`config.mk`:
```
export PLATFORM = sky130hd
export DESIGN_NAME = psram_pwr_seq
export DESIGN_NICKNAME = d
export VERILOG_FILES = /design/src/rtl/psram_pwr_pkg.sv /design/src/rtl/psram_us_timer.sv /design/src/rtl/psram_exit_finish.sv /design/src/rtl/psram_pwr_fsm.sv /design/src/rtl/psram_pwr_seq.sv
export SDC_FILE = /design/constraint.sdc
export NUM_CORES = 1
export LEC_CHECK = 0
export ABC_AREA = 1
export BUFFER_PORTS_ARGS = -buffer_cell sky130_fd_sc_hd__buf_2
export CORE_MARGIN = 2
export CORE_UTILIZATION = 51
export DETAILED_ROUTE_END_ITERATION = 10
export MAX_ROUTING_LAYER = met4
export PLACE_DENSITY = 0.69
export SYNTH_ARGS = -nofsm -noshare
export SYNTH_HDL_FRONTEND = slang
export SYNTH_SLANG_ARGS = --single-unit
```
`constraint.sdc`:
```
create_clock -name clk -period 2.87 [get_ports clk]
set_clock_uncertainty 0.1 [all_clocks]
set_input_delay 0 -clock clk [delete_from_list [all_inputs] [get_ports clk]]
set_output_delay 0 -clock clk [all_outputs]
set_load 0.05 [all_outputs]
```
`src/rtl/psram_pwr_pkg.sv`:
```
package psram_pwr_pkg;

   typedef enum logic [2:0] {
      PS_INIT_WAIT  = 3'd0,
      PS_ACTIVE     = 3'd1,
      PS_STANDBY    = 3'd2,
      PS_DPD_ENTER  = 3'd3,
      PS_DPD        = 3'd4,
      PS_EXIT_WAIT  = 3'd5,
      PS_DUMMY_READ = 3'd6
   } pwr_state_e;

   function automatic int max3(input int a, input int b, input int c);
      int m;
      m = (a > b) ? a : b;
      return (m > c) ? m : c;
   endfunction

endpackage

```
`src/rtl/psram_us_timer.sv`:
```
module psram_us_timer #(
   parameter int CYC_PER_US = 50,
   parameter int CNT_W      = 8,
   parameter int RST_US     = 200
) (
   input  logic             clk,
   input  logic             rst_n,
   input  logic             load,
   input  logic [CNT_W-1:0] load_us,
   output logic             done
);

   localparam int PRE_W = $clog2(CYC_PER_US);

   generate
      if (CYC_PER_US < 2) begin : g_bad_div
         $error("psram_us_timer: CYC_PER_US must be at least 2");
      end
      if (RST_US >= (1 << CNT_W)) begin : g_bad_rst
         $error("psram_us_timer: RST_US does not fit CNT_W");
      end
   endgenerate

   logic [PRE_W-1:0] pre_q;
   logic [CNT_W-1:0] cnt_q;
   logic             tick;

   assign tick = (pre_q == PRE_W'(CYC_PER_US - 1));
   assign done = (cnt_q == '0);

   always_ff @(posedge clk or negedge rst_n) begin
      if (!rst_n) begin
         pre_q <= '0;
         cnt_q <= CNT_W'(RST_US);
      end else if (load) begin
         pre_q <= '0;
         cnt_q <= load_us;
      end else if (cnt_q != '0) begin
         pre_q <= tick ? '0 : pre_q + 1'b1;
         if (tick) cnt_q <= cnt_q - 1'b1;
      end
   end

   // expired timer stays expired until reloaded
   p_zero_hold_r7: assert property (@(posedge clk) disable iff (!rst_n)
      (done && !load) |=> done);

endmodule

```
`src/rtl/psram_exit_finish.sv`:
```
module psram_exit_finish #(
   parameter bit EXIT_DUMMY  = 1'b1,
   parameter int RD_CYC      = 4,
   parameter int DUMMY_READS = 2,
   parameter int HOLD_CYC    = 15000
) (
   input  logic clk,
   input  logic rst_n,
   input  logic start,
   output logic done,
   output logic ce_n
);

   generate
      if (EXIT_DUMMY) begin : g_dummy
         localparam int SUB_W = $clog2(RD_CYC + 1);
         localparam int NRD_W = $clog2(DUMMY_READS + 1);

         logic             act_q;
         logic             high_q;
         logic [SUB_W-1:0] sub_q;
         logic [NRD_W-1:0] nrd_q;
         logic             sub_wrap;
         logic             last_rd;

         assign sub_wrap = (sub_q == SUB_W'(RD_CYC - 1));
         assign last_rd  = (nrd_q == NRD_W'(DUMMY_READS - 1));

         always_ff @(posedge clk or negedge rst_n) begin
            if (!rst_n) begin
               act_q  <= 1'b0;
               high_q <= 1'b0;
               sub_q  <= '0;
               nrd_q  <= '0;
            end else if (start) begin
               act_q  <= 1'b1;
               high_q <= 1'b0;
               sub_q  <= '0;
               nrd_q  <= '0;
            end else if (act_q) begin
               if (sub_wrap) begin
                  sub_q  <= '0;
                  high_q <= ~high_q;
                  if (high_q) begin
                     if (last_rd) act_q <= 1'b0;
                     else         nrd_q <= nrd_q + 1'b1;
                  end
               end else begin
                  sub_q <= sub_q + 1'b1;
               end
            end
         end

         assign done = act_q && high_q && sub_wrap && last_rd;
         assign ce_n = !(act_q && !high_q);

         // strobe index never passes the configured read count
         p_read_bound_r8: assert property (@(posedge clk) disable iff (!rst_n)
            act_q |-> (nrd_q < NRD_W'(DUMMY_READS)));
      end else begin : g_hold
         localparam int HC_W = $clog2(HOLD_CYC + 1);

         logic            act_q;
         logic [HC_W-1:0] cnt_q;

         always_ff @(posedge clk or negedge rst_n) begin
            if (!rst_n) begin
               act_q <= 1'b0;
               cnt_q <= '0;
            end else if (start) begin
               act_q <= 1'b1;
               cnt_q <= HC_W'(HOLD_CYC - 1);
            end else if (act_q) begin
               if (cnt_q == '0) act_q <= 1'b0;
               else             cnt_q <= cnt_q - 1'b1;
            end
         end

         assign done = act_q && (cnt_q == '0);
         assign ce_n = 1'b1;

         // a running hold finishes only once its count is spent
         p_hold_len_r9: assert property (@(posedge clk) disable iff (!rst_n)
            (act_q && cnt_q != '0 && !start) |=> act_q);
      end
   endgenerate

endmodule

```
`src/rtl/psram_pwr_fsm.sv`:
```
module psram_pwr_fsm
   import psram_pwr_pkg::*;
#(
   parameter int CNT_W       = 9,
   parameter int EXIT_US     = 200,
   parameter int MIN_LOW_US  = 1,
   parameter int MIN_LOW_CYC = 50
) (
   input  logic             clk,
   input  logic             rst_n,
   input  logic             sleep_req,
   input  logic             wake_req,
   input  logic             stby_hint,
   input  logic             lost_ack,
   input  logic             tmr_done,
   input  logic             fin_done,
   input  logic             fin_ce_n,
   output logic             tmr_load,
   output logic [CNT_W-1:0] tmr_us,
   output logic             fin_start,
   output logic             pd_n,
   output logic             ce_ovr_en,
   output logic             ce_ovr_n,
   output logic             ready,
   output logic             data_lost
);

   localparam int LOW_W = $clog2(MIN_LOW_CYC + 1);

   pwr_state_e state_q, state_nxt;
   logic       wake_pend_q;
   logic       lost_q;
   logic       enter;

   always_comb begin
      state_nxt = state_q;
      unique case (state_q)
         PS_INIT_WAIT:  if (tmr_done) state_nxt = PS_ACTIVE;
         PS_ACTIVE: begin
            if (sleep_req)      state_nxt = PS_DPD_ENTER;
            else if (stby_hint) state_nxt = PS_STANDBY;
         end
         PS_STANDBY: begin
            if (sleep_req)       state_nxt = PS_DPD_ENTER;
            else if (!stby_hint) state_nxt = PS_ACTIVE;
         end
         PS_DPD_ENTER: begin
            if (tmr_done) state_nxt = (wake_pend_q || wake_req) ? PS_EXIT_WAIT : PS_DPD;
         end
         PS_DPD:        if (wake_req) state_nxt = PS_EXIT_WAIT;
         PS_EXIT_WAIT:  if (tmr_done) state_nxt = PS_DUMMY_READ;
         PS_DUMMY_READ: if (fin_done) state_nxt = PS_ACTIVE;
         default:       state_nxt = PS_INIT_WAIT;
      endcase
   end

   assign enter     = (state_nxt != state_q);
   assign tmr_load  = enter;
   assign fin_start = enter && (state_nxt == PS_DUMMY_READ);

   always_comb begin
      unique case (state_nxt)
         PS_DPD_ENTER: tmr_us = CNT_W'(MIN_LOW_US);
         PS_EXIT_WAIT: tmr_us = CNT_W'(EXIT_US);
         default:      tmr_us = '0;
      endcase
   end

   always_ff @(posedge clk or negedge rst_n) begin
      if (!rst_n) begin
         state_q     <= PS_INIT_WAIT;
         wake_pend_q <= 1'b0;
         lost_q      <= 1'b0;
      end else begin
         state_q     <= state_nxt;
         wake_pend_q <= (state_q == PS_DPD_ENTER) && (wake_pend_q || wake_req);
         if (enter && state_nxt == PS_DPD_ENTER) lost_q <= 1'b1;
         else if (lost_ack)                      lost_q <= 1'b0;
      end
   end

   assign pd_n      = !(state_q == PS_DPD_ENTER || state_q == PS_DPD);
   assign ready     = (state_q == PS_ACTIVE) || (state_q == PS_STANDBY);
   assign ce_ovr_en = (state_q != PS_ACTIVE);
   assign ce_ovr_n  = (state_q == PS_DUMMY_READ) ? fin_ce_n : 1'b1;
   assign data_lost = lost_q;

   // low-time monitor for the minimum pulse check
   logic [LOW_W-1:0] low_q;
   always_ff @(posedge clk or negedge rst_n) begin
      if (!rst_n)                                low_q <= '0;
      else if (pd_n)                             low_q <= '0;
      else if (low_q != LOW_W'(MIN_LOW_CYC))     low_q <= low_q + 1'b1;
   end

   p_min_low_r5: assert property (@(posedge clk) disable iff (!rst_n)
      $rose(pd_n) |-> (low_q == LOW_W'(MIN_LOW_CYC)));

   p_lost_on_entry_r6: assert property (@(posedge clk) disable iff (!rst_n)
      $fell(pd_n) |-> data_lost);

   p_lost_sticky_r6: assert property (@(posedge clk) disable iff (!rst_n)
      (data_lost && !lost_ack) |=> data_lost);

   p_sleep_ignored_exit_r10: assert property (@(posedge clk) disable iff (!rst_n)
      (state_q == PS_EXIT_WAIT && sleep_req) |=> pd_n);

   p_pd_deselect_r11: assert property (@(posedge clk) disable iff (!rst_n)
      !pd_n |-> (ce_ovr_en && ce_ovr_n && !ready));

endmodule

```
`src/rtl/psram_pwr_seq.sv`:
```
module psram_pwr_seq
   import psram_pwr_pkg::*;
#(
   parameter int CLK_HZ      = 50_000_000,
   parameter int INIT_US     = 200,
   parameter int EXIT_US     = 200,
   parameter int MIN_LOW_US  = 1,
   parameter int HOLD_US     = 300,
   parameter bit EXIT_DUMMY  = 1'b1,
   parameter int DUMMY_READS = 2,
   parameter int RD_CYC      = 4
) (
   input  logic clk,
   input  logic rst_n,
   input  logic sleep_req,
   input  logic wake_req,
   input  logic stby_hint,
   input  logic lost_ack,
   output logic pd_n,
   output logic ce_ovr_en,
   output logic ce_ovr_n,
   output logic ready,
   output logic data_lost
);

   localparam int CYC_PER_US  = CLK_HZ / 1_000_000;
   localparam int MAX_US      = max3(INIT_US, EXIT_US, MIN_LOW_US);
   localparam int CNT_W       = $clog2(MAX_US + 1);
   localparam int HOLD_CYC    = HOLD_US * CYC_PER_US;
   localparam int MIN_LOW_CYC = MIN_LOW_US * CYC_PER_US;

   generate
      if ((CLK_HZ % 1_000_000) != 0 || CLK_HZ < 2_000_000) begin : g_bad_clk
         $error("psram_pwr_seq: CLK_HZ must be a whole number of MHz, at least 2");
      end
      if (MIN_LOW_US < 1 || INIT_US < 1 || EXIT_US < 1) begin : g_bad_wait
         $error("psram_pwr_seq: waits must be at least one microsecond");
      end
      if (EXIT_DUMMY && (DUMMY_READS < 1 || RD_CYC < 1)) begin : g_bad_rd
         $error("psram_pwr_seq: dummy read count and length must be positive");
      end
      if (!EXIT_DUMMY && HOLD_US < 1) begin : g_bad_hold
         $error("psram_pwr_seq: HOLD_US must be positive");
      end
   endgenerate

   logic             tmr_load;
   logic [CNT_W-1:0] tmr_us;
   logic             tmr_done;
   logic             fin_start;
   logic             fin_done;
   logic             fin_ce_n;

   psram_us_timer #(
      .CYC_PER_US (CYC_PER_US),
      .CNT_W      (CNT_W),
      .RST_US     (INIT_US)
   ) u_timer (
      .clk     (clk),
      .rst_n   (rst_n),
      .load    (tmr_load),
      .load_us (tmr_us),
      .done    (tmr_done)
   );

   psram_exit_finish #(
      .EXIT_DUMMY  (EXIT_DUMMY),
      .RD_CYC      (RD_CYC),
      .DUMMY_READS (DUMMY_READS),
      .HOLD_CYC    (HOLD_CYC)
   ) u_finish (
      .clk   (clk),
      .rst_n (rst_n),
      .start (fin_start),
      .done  (fin_done),
      .ce_n  (fin_ce_n)
   );

   psram_pwr_fsm #(
      .CNT_W       (CNT_W),
      .EXIT_US     (EXIT_US),
      .MIN_LOW_US  (MIN_LOW_US),
      .MIN_LOW_CYC (MIN_LOW_CYC)
   ) u_fsm (
      .clk       (clk),
      .rst_n     (rst_n),
      .sleep_req (sleep_req),
      .wake_req  (wake_req),
      .stby_hint (stby_hint),
      .lost_ack  (lost_ack),
      .tmr_done  (tmr_done),
      .fin_done  (fin_done),
      .fin_ce_n  (fin_ce_n),
      .tmr_load  (tmr_load),
      .tmr_us    (tmr_us),
      .fin_start (fin_start),
      .pd_n      (pd_n),
      .ce_ovr_en (ce_ovr_en),
      .ce_ovr_n  (ce_ovr_n),
      .ready     (ready),
      .data_lost (data_lost)
   );

   // chip enable is never released while access is blocked
   p_ready_gates_ce_r2: assert property (@(posedge clk) disable iff (!rst_n)
      !ready |-> ce_ovr_en);

endmodule

```
==> metrics.csv, run 1 <==
stage,metric,value,unit
synth,synth unique cells,29,
placed_design,RD Place Congestion,0.858,
sta,fmax,402,MHz
routing,DR iter-0 viols,86,
synth,Gate Count Post-Synth,222,
cts,worst skew pair latency,320,ps
synth,most area-consuming cells after synthesis,"dfrtp_1 (34%), nand2_1 (14%), nor2_1 (5.9%), nand3_1 (5.6%), dfstp_2 (4.6%)",
routing,wire length on met3,121,um
floorplan,core area,0.00328,mm^2
hold_path,Hold Path Class,input pin to flip-flop,
cts,post_cts resized,0,
setup_path,CP Capture Type,flip-flop,
layout,Ant. Diodes,0,
setup_path,Crit Path Category,flip-flop to flip-flop,
synth,Syn Area/Cell,7.70,um^2
layout,area growth from synthesis to layout,8.42,%
cts,clk buf depth,2,
routing,DR pass1 iterations,4,
cts,Num CTS Buffers,3,
sta,Final Cycle Share,0.866,
setup_path,CP arrival,2660,ps
cts,Clock Root Buffer,clkbuf_4,
floorplan,Die X,61.9,um
sta,TNS Setup,0,ps
setup_path,Worst Path Max Fanout,14,
hold_path,Hold Crit Depth,7,
routing,drt wl/cell,12.3,um
synth,YS warnings,0,
global_routing,largest net degree at the start of global routing,27,
placed_design,placed cells,274,
setup_path,WP data required,3050,ps
cts,clk sinks,26,
power_and_ir_drop,P_leak,0.935,nW
synth,Mapped Nets,233,
synth,#FFs+latches synth,26,
synth,Synth area leader,dfrtp_1,
outcome,run status,"finished, final reports clean",
sta,final hold violations,0,
routing,WL final,3.45,mm
placed_design,IO Port Bufs,10,
routing,Via density,5.14,
power_and_ir_drop,PD cells,1210,mW/mm^2
routing,Met2 Routed Length,1.60,mm
cts,H-tree levels,1,
routing,# DRC,0,
layout,NumNets Final,247,
routing,DR vias,1443,
layout,Fillers,311,
run,Max Cap Viol,0,
synth,share of the synthesized area in the top cell type,0.337,
placed_design,detailed placement HPWL,2.48,mm
routing,met1 WL,1.68,mm
setup_path,Reg2Reg Depth,14,
sta,worst rel slew slack,0.597,
global_routing,GRT Total Usage,0.216,
floorplan,num rows,21,
floorplan,Initial Util,0.520,
power_and_ir_drop,worst ir drop on vdd,514,uV
layout,share of layout cells above drive strength 1,0.200,
routing,ANT nets after route,0,
sta,"Slew Viols, Final",0,
global_routing,first-pass GRT wire length,5.98,mm
routing,uppermost layer routed,met4,
synth,post-synth design cell area,0.00171,mm^2
power_and_ir_drop,Final Power,0.00224,W
sta,RSZ-0062 raised after global routing,no,
synth,sequential element share of the synthesized area,0.383,
cts,clock-pin slew on the worst setup and hold paths,140,ps
sta,Worst-Margin Slew,605,ps
sta,Final Critical Period,2490,ps
cts,CTS tree,yes,
sta,Finish-stage setup viols,0,
layout,"non-filler cells, final",281,
global_routing,initial antenna violation count,0,
floorplan,die area,0.00383,mm^2
floorplan,I/O pins,11,
global_routing,vias in the first global route,1351,
setup_path,crit start category,flip-flop,
global_routing,grt total ovfl,0,
floorplan,Die Span Y,61.9,um
[layer usage]
metal / up-vias / track usage
met2: 32 / 0.341
met1: 654 / 0.284
li1: 753 / -
met5: - / -
met4: 0 / 0.0729
met3: 4 / 0.0311
[placed cells by master (no fill, tap or decap), types with 4 or more instances in the layout]
master	count
nand2_1	62
nor2_1	27
dfrtp_1	23
nand3_1	19
inv_1	13
nand2_2	10
buf_2	10
o2111ai_1	8
o21ai_0	7
inv_2	6
xor2_1	5
ha_1	5
xnor2_1	4
[flip-flops by register name, indices dropped and copies added (netlist names)]
signal	cells
u_finish.g_dummy.act_q	1
u_finish.g_dummy.high_q	1
u_finish.g_dummy.nrd_q	2
u_finish.g_dummy.sub_q	3
u_fsm.data_lost	1
u_fsm.state_q	3
u_fsm.wake_pend_q	1
u_timer.cnt_q	8
u_timer.pre_q	6
[Yosys cell counts, drive strengths merged]
| cell type | count |
|---|---|
| o211ai | 3 |
| nand2 | 74 |
| nand3 | 22 |
| xnor2 | 4 |
| buf | 2 |
| dfrtp | 23 |
| o2111ai | 8 |
| nor3 | 2 |
| inv | 19 |
| o21ai | 8 |
| nand4 | 2 |
| dfstp | 3 |
| o31ai | 1 |
| xor2 | 5 |
| ha | 5 |
| a21oi | 3 |
| nor2 | 33 |
| clkbuf | 2 |
| or2 | 1 |
| a211oi | 1 |
| and2 | 1 |
[critical path: stages, from the launching register on]
cell and delay [ps]:
dfrtp_1 410, inv_1 120, ha_1 240, nand2_2 120, nor2_4 340, inv_2 180, nand2_2 90, nand2_2 60
nand2_2 100, nand2_2 70, nand2_4 170, nand2_4 120, nor2_4 160, nand2_1 80, nand2_1 60
[power breakdown]
part           total, W  internal (W)  switching, W
clock network  0.000189     0.0000776      0.000111
logic           0.00145      0.000436       0.00101
registers      0.000598      0.000492      0.000107
[metrics by stage]
stage | hold WS (ps) | instance area (um^2) | util | setup WS (ps)
after global routing | 83.2 | 1850 | 0.564 | 182
after floorplan | -396 | 1710 | - | 974
after CTS | 38.8 | 1850 | 0.564 | 386
after detailed placement | -62.1 | 1790 | 0.544 | 419
final | 54.6 | 1850 | 0.564 | 385
after global placement | -60.4 | 1790 | 0.544 | 499
[cell type report]
type,instances,area (um^2),share of cell area
multi-input cells,173,953,0.515
flip-flops and latches,26,654,0.353
repair buffers,13,80.1,0.0432
inverters,19,71.3,0.0385
well taps,46,57.6,0.0311
clock buffers,4,36.3,0.0196
[kinds of logic after synthesis]
family / Yosys count / share of synthesized area
and+or+nand+nor: 135 / 0.370
AOI/OAI and AO/OA: 24 / 0.105
buffers and inverters: 23 / 0.0593
DFF: 26 / 0.383
xor gates and xnor gates: 9 / 0.0461
adders and majority gates: 5 / 0.0366
[worst paths after layout]
check / startpoint / end / slack (ps)
setup / recovery: u_timer.cnt_q[0] / u_timer.pre_q[0] / 380
hold / removal: sleep_req / u_fsm.state_q[1] / 50
setup reg to reg: u_timer.cnt_q[0] / u_timer.pre_q[0] / 380
hold reg to reg: u_finish.g_dummy.sub_q[1] / u_finish.g_dummy.sub_q[1] / 390
max in group asynchronous: rst_n / u_finish.g_dummy.act_q / 2160
min in group asynchronous: rst_n / u_timer.cnt_q[0] / 120
[what timing repair did]
| action | CTS | global route |
|---|---|---|
| endpoints found under the hold margin | 29 | 0 |
| hold buffers | 3 | 0 |
| setup buffers | 0 | 0 |
Power figures use the tool's default switching activity.
==> run 2: changes to the inputs <==
- MAX_ROUTING_LAYER: met4 -> unset
==> metrics.csv, run 2 (synthesis gave the netlist of run 1 again) <==
stage,metric,value,unit,change
floorplan,Initial Util,0.520,,unchanged
layout,share of layout cells above drive strength 1,0.200,,unchanged
power_and_ir_drop,sequential share of power,0.268,,about the same
sta,RSZ-0062 raised after global routing,no,,
hold_path,Hold Crit Depth,7,,unchanged
cts,"Hold-fix buffers, CTS",3,,unchanged
placed_design,RD Place Congestion,0.845,,-1.5%
global_routing,initial antenna violation count,0,,unchanged
floorplan,Die X,61.9,um,unchanged
power_and_ir_drop,PD cells,1210,mW/mm^2,about the same
routing,Via density,5.15,,+0.35%
cts,Clock Root Buffer,clkbuf_4,,
layout,"commonest non-fill, non-tap cell in the layout",nand2_1,,
sta,final hold violations,0,,unchanged
layout,final instance area,0.00185,mm^2,unchanged
setup_path,crit start category,flip-flop,,
floorplan,num rows,21,,unchanged
global_routing,first-pass GRT wire length,5.97,mm,-0.12%
global_routing,grt total ovfl,0,,unchanged
layout,Fillers,311,,unchanged
cts,clk sinks,26,,unchanged
placed_design,DP Area,0.00179,mm^2,unchanged
global_routing,largest net degree at the start of global routing,27,,unchanged
run,Max Cap Viol,0,,unchanged
sta,Final Critical Period,2480,ps,-6.07 ps
routing,WL final,3.44,mm,-0.20%
floorplan,I/O pins,11,,unchanged
power_and_ir_drop,clock network fraction of design power,0.085,,about the same
sta,fmax,403,MHz,+0.24%
placed_design,pre-CTS setup slack,419,ps,unchanged
cts,post_cts resized,0,,unchanged
layout,"commonest cells after routing, fill and taps aside","nand2_1 (62), nor2_1 (27), dfrtp_1 (23)",,
layout,registers with the most flip-flops,"u_timer.cnt_q (8), u_timer.pre_q (6)",,
power_and_ir_drop,sw frac,0.551,,about the same
floorplan,Die Span Y,61.9,um,unchanged
setup_path,Crit Path Category,flip-flop to flip-flop,,
setup_path,Worst Path Max Fanout,14,,unchanged
global_routing,GRT Total Usage,0.209,,-0.00652
global_routing,vias in the first global route,1351,,unchanged
power_and_ir_drop,P_leak,0.935,nW,unchanged
floorplan,core area,0.00328,mm^2,unchanged
power_and_ir_drop,worst ir drop on vdd,517,uV,+0.51%
floorplan,die area,0.00383,mm^2,unchanged
layout,max reg flops,8,,unchanged
cts,Num CTS Buffers,3,,unchanged
routing,DR vias,1448,,+0.35%
setup_path,CP arrival,2660,ps,about the same
global_routing,met2 Use GR,0.341,,unchanged
sta,TNS Setup,0,ps,unchanged
layout,Ant. Diodes,0,,unchanged
global_routing,busiest grt layer,met2,,
layout,NumNets Final,247,,unchanged
layout,area growth from synthesis to layout,8.42,%,unchanged
global_routing,met3 usage,0.0311,,unchanged
power_and_ir_drop,share of total power in combinational logic,0.647,,about the same
layout,Register Area,654,um^2,unchanged
hold_path,Hold Path Class,input pin to flip-flop,,
layout,Multi-input gate area,953,um^2,unchanged
routing,# DRC,0,,unchanged
setup_path,WP data required,3050,ps,about the same
cts,CTS tree,yes,,
cts,Post-CTS Setup Inserts,0,,unchanged
setup_path,Reg2Reg Depth,14,,unchanged
power_and_ir_drop,sw power,0.00123,W,+0.15%
outcome,run status,"finished, final reports clean",,
sta,Final Cycle Share,0.864,,-0.00211
sta,Finish-stage setup viols,0,,unchanged
setup_path,CP Capture Type,flip-flop,,
power_and_ir_drop,Int Pwr,0.00101,W,about the same
sta,worst rel slew slack,0.608,,+0.0109
cts,clk buf depth,2,,unchanged
cts,worst skew pair latency,320,ps,about the same
sta,Worst-Margin Slew,588,ps,-16.3 ps
sta,"Slew Viols, Final",0,,unchanged
layout,Reg with most FFs,u_timer.cnt_q,,
cts,clock-pin slew on the worst setup and hold paths,140,ps,about the same
cts,H-tree levels,1,,unchanged
global_routing,met1 GRT Util,0.284,,unchanged
placed_design,detailed placement HPWL,2.48,mm,unchanged
sta,final worst slack,391,ps,+6.07 ps
routing,ANT nets after route,0,,unchanged
placed_design,IO Port Bufs,10,,unchanged
routing,DR pass1 iterations,6,,+2
routing,DR iter-0 viols,91,,+5.8%
routing,drt wl/cell,12.2,um,-0.20%
## run 2: stage by stage
stage | std cells | hold WS (ps) | utilization | total power, W
detailed placement | 274 | -62.1 | 0.544 | 0.00205
finish | 281 | 52.1 | 0.564 | 0.00224
floorplan | 222 | -396 | - | 0.00185
CTS | 281 | 38.8 | 0.564 | 0.00225
global placement | 274 | -60.4 | 0.544 | 0.00203
global route | 281 | 83.2 | 0.564 | 0.00247
## run 2: critical path, cell delays in order (launching register included)
cell	delay [ps]
dfrtp_1	410
inv_1	120
ha_1	240
nand2_2	120
nor2_4	340
inv_2	180
nand2_2	90
nand2_2	60
nand2_2	100
nand2_2	70
nand2_4	170
nand2_4	120
nor2_4	160
nand2_1	80
nand2_1	60
## run 2: final cells by class
cell class                      instances  share of cell area
Multi-Input combinational cell        173               0.515
Sequential cell                        26               0.353
Timing Repair Buffer                   13              0.0432
Inverter                               19              0.0385
Tap cell                               46              0.0311
Clock buffer                            4              0.0196
## run 2: path summary, 6_finish.rpt
path,start,end,slack (ps)
setup reg to reg,u_timer.cnt_q[0],u_timer.pre_q[0],390
min in group asynchronous,rst_n,u_timer.cnt_q[0],110
max in group asynchronous,rst_n,u_finish.g_dummy.act_q,2180
hold / removal,sleep_req,u_fsm.state_q[1],50
setup / recovery,u_timer.cnt_q[0],u_timer.pre_q[0],390
hold reg to reg,u_finish.g_dummy.sub_q[1],u_finish.g_dummy.sub_q[1],390
## run 2: metal layers
layer,wire length [um],up-vias
met2,1630,37
met3,138,4
met4,38,0
met1,1640,656
met5,0,-
li1,-,751
## run 2: power by group through the flow
stage / combinational, W / sequential, W / clock [W]
global placement: 0.00143 / 0.000604 / 0
global route: 0.00164 / 0.000614 / 0.000216
floorplan: 0.00125 / 0.000600 / 0
detailed placement: 0.00145 / 0.000605 / 0
finish: 0.00145 / 0.000599 / 0.000190
CTS: 0.00146 / 0.000597 / 0.000199
==> run 3: changes to the inputs <==
- CTS_BUF_LIST: unset -> sky130_fd_sc_hd__clkbuf_8
==> metrics.csv, run 3 (synthesis gave the netlist of run 1 again) <==
stage,metric,value,unit,change
setup_path,Reg2Reg Setup Slack,390,ps,about the same
power_and_ir_drop,P_leak,0.943,nW,+0.83%
cts,H-tree levels,1,,unchanged
routing,DR iter-0 viols,88,,-3.3%
layout,area growth from synthesis to layout,9.52,%,
cts,clk sinks,26,,unchanged
cts,post_cts resized,0,,unchanged
power_and_ir_drop,sw power,0.00124,W,+0.71%
layout,final instance area,0.00187,mm^2,+1.0%
layout,"commonest non-fill, non-tap cell in the layout",nand2_1,,
hold_path,Hold Path Class,input pin to flip-flop,,
power_and_ir_drop,Final Power,0.00229,W,+2.4%
power_and_ir_drop,clock network fraction of design power,0.105,,+0.020
routing,DR pass1 iterations,4,,-2
global_routing,vias in the first global route,1359,,+0.59%
layout,Ant. Diodes,0,,unchanged
layout,"commonest cells after routing, fill and taps aside","nand2_1 (62), nor2_1 (27), dfrtp_1 (23)",,
setup_path,reg2reg end,u_timer.pre_q[0],,
sta,final hold violations,0,,unchanged
sta,fmax,404,MHz,+0.17%
sta,Worst-Margin Slew,592,ps,+3.52 ps
cts,clk buf depth,2,,unchanged
hold_path,sink of the worst hold path,u_fsm.state_q[1],,
cts,CTS tree,yes,,
setup_path,WP data required,2990,ps,-60 ps
sta,Final Cycle Share,0.862,,-0.00143
placed_design,detailed placement HPWL,2.48,mm,unchanged
setup_path,Worst Path Max Fanout,14,,unchanged
sta,"Slew Viols, Final",0,,unchanged
routing,# DRC,0,,unchanged
routing,WL final,3.47,mm,+0.76%
layout,max reg flops,8,,unchanged
sta,worst rel slew slack,0.605,,-0.00235
setup_path,CP arrival,2590,ps,-70 ps
setup_path,worst r2r src,u_timer.cnt_q[0],,
global_routing,first-pass GRT wire length,5.98,mm,+0.23%
global_routing,GRT Total Usage,0.210,,+0.000864
floorplan,core area,0.00328,mm^2,unchanged
floorplan,I/O pins,11,,unchanged
hold_path,hold path startpoint,sleep_req,,
sta,Finish-stage setup viols,0,,unchanged
placed_design,DP Area,0.00179,mm^2,unchanged
layout,NumNets Final,247,,unchanged
floorplan,Die X,61.9,um,unchanged
outcome,run status,"finished, final reports clean",,
setup_path,Reg2Reg Depth,14,,unchanged
setup_path,crit start category,flip-flop,,
placed_design,IO Port Bufs,10,,unchanged
layout,share of layout cells above drive strength 1,0.200,,unchanged
sta,TNS Setup,0,ps,unchanged
run,Max Cap Viol,0,,unchanged
hold_path,Hold Crit Depth,7,,unchanged
power_and_ir_drop,share of total power in combinational logic,0.633,,-0.014
cts,Num CTS Buffers,3,,unchanged
cts,Clock Root Buffer,clkbuf_8,,
routing,drt wl/cell,12.3,um,+0.76%
layout,registers with the most flip-flops,"u_timer.cnt_q (8), u_timer.pre_q (6)",,
power_and_ir_drop,sequential share of power,0.262,,-0.006
floorplan,Die Span Y,61.9,um,unchanged
routing,DR vias,1440,,-0.55%
global_routing,initial antenna violation count,0,,unchanged
layout,Reg with most FFs,u_timer.cnt_q,,
global_routing,largest net degree at the start of global routing,27,,unchanged
routing,Via density,5.12,,-0.55%
power_and_ir_drop,Int Pwr,0.00105,W,+4.5%
cts,clock-pin slew on the worst setup and hold paths,90,ps,-50 ps
setup_path,Crit Path Category,flip-flop to flip-flop,,
floorplan,die area,0.00383,mm^2,unchanged
power_and_ir_drop,worst ir drop on vdd,522,uV,+1.1%
cts,worst skew pair latency,270,ps,-50 ps
sta,RSZ-0062 raised after global routing,no,,
setup_path,CP Capture Type,flip-flop,,
global_routing,grt total ovfl,0,,unchanged
power_and_ir_drop,sw frac,0.541,,-0.00926
sta,Final Critical Period,2480,ps,-4.11 ps
floorplan,num rows,21,,unchanged
floorplan,Initial Util,0.520,,unchanged
routing,ANT nets after route,0,,unchanged
power_and_ir_drop,PD cells,1220,mW/mm^2,+1.4%
placed_design,RD Place Congestion,0.845,,unchanged
run 3: changes by cell type in the layout (fill, tap and decap cells not counted):
cell / before / now
clkbuf_8: 1 / 4
clkbuf_4: 3 / 0
run 3: area by class of cell:
| cell class | count | area [um^2] |
|---|---|---|
| Tap cell | 46 | 57.6 |
| Clock buffer | 4 | 55.1 |
| Sequential cell | 26 | 654 |
| Multi-Input combinational cell | 173 | 953 |
| Inverter | 19 | 71.3 |
| Timing Repair Buffer | 13 | 80.1 |
| Fill cell | 310 | 1410 |
run 3: critical path: stages (launching register included):
cell and delay, ps:
dfrtp_1 390, inv_1 120, ha_1 240, nand2_2 120, nor2_4 340, inv_2 180, nand2_2 90, nand2_2 60
nand2_2 110, nand2_2 70, nand2_4 170, nand2_4 120, nor2_4 170, nand2_1 80, nand2_1 60
run 3: worst max-delay path by stage:
| stage | startpoint | to |
|---|---|---|
| finish | u_timer.cnt_q[0] | u_timer.pre_q[0] |
| global route | u_timer.cnt_q[0] | u_timer.pre_q[3] |
| CTS | u_timer.cnt_q[0] | u_timer.pre_q[0] |
| detailed placement | u_timer.cnt_q[0] | u_timer.pre_q[0] |
| global placement | u_timer.cnt_q[0] | u_timer.pre_q[0] |
| floorplan | u_timer.cnt_q[0] | u_timer.cnt_q[0] |
run 3: power groups by stage:
stage               logic [W]  clock network (W)  registers (W)
global placement      0.00143                  0       0.000604
CTS                   0.00146           0.000249       0.000597
floorplan             0.00125                  0       0.000600
finish                0.00145           0.000240       0.000600
global route          0.00164           0.000266       0.000615
detailed placement    0.00145                  0       0.000605
run 3: per-stage QoR:
step                hold WS, ps  std cells  utilization  worst slack [ps]
floorplan                  -396        222            -               974
global placement          -60.4        274        0.544               499
detailed placement        -62.1        274        0.544               419
CTS                         103        281        0.570               396
global route                156        281        0.570               190
finish                      109        281        0.570               395
run 3: metal layers:
layer	part of all wire	global-route usage	up-vias
met1	0.49	0.286	650
met5	0	0	-
met3	0.033	0.0290	6
met4	0.015	0.0821	0
li1	-	-	756
met2	0.46	0.340	28
run 3: what timing repair did:
item                      in CTS  in global routing
hold endpoints to repair      25                  0
hold buffers                   3                  0
buffers inserted               0                  0
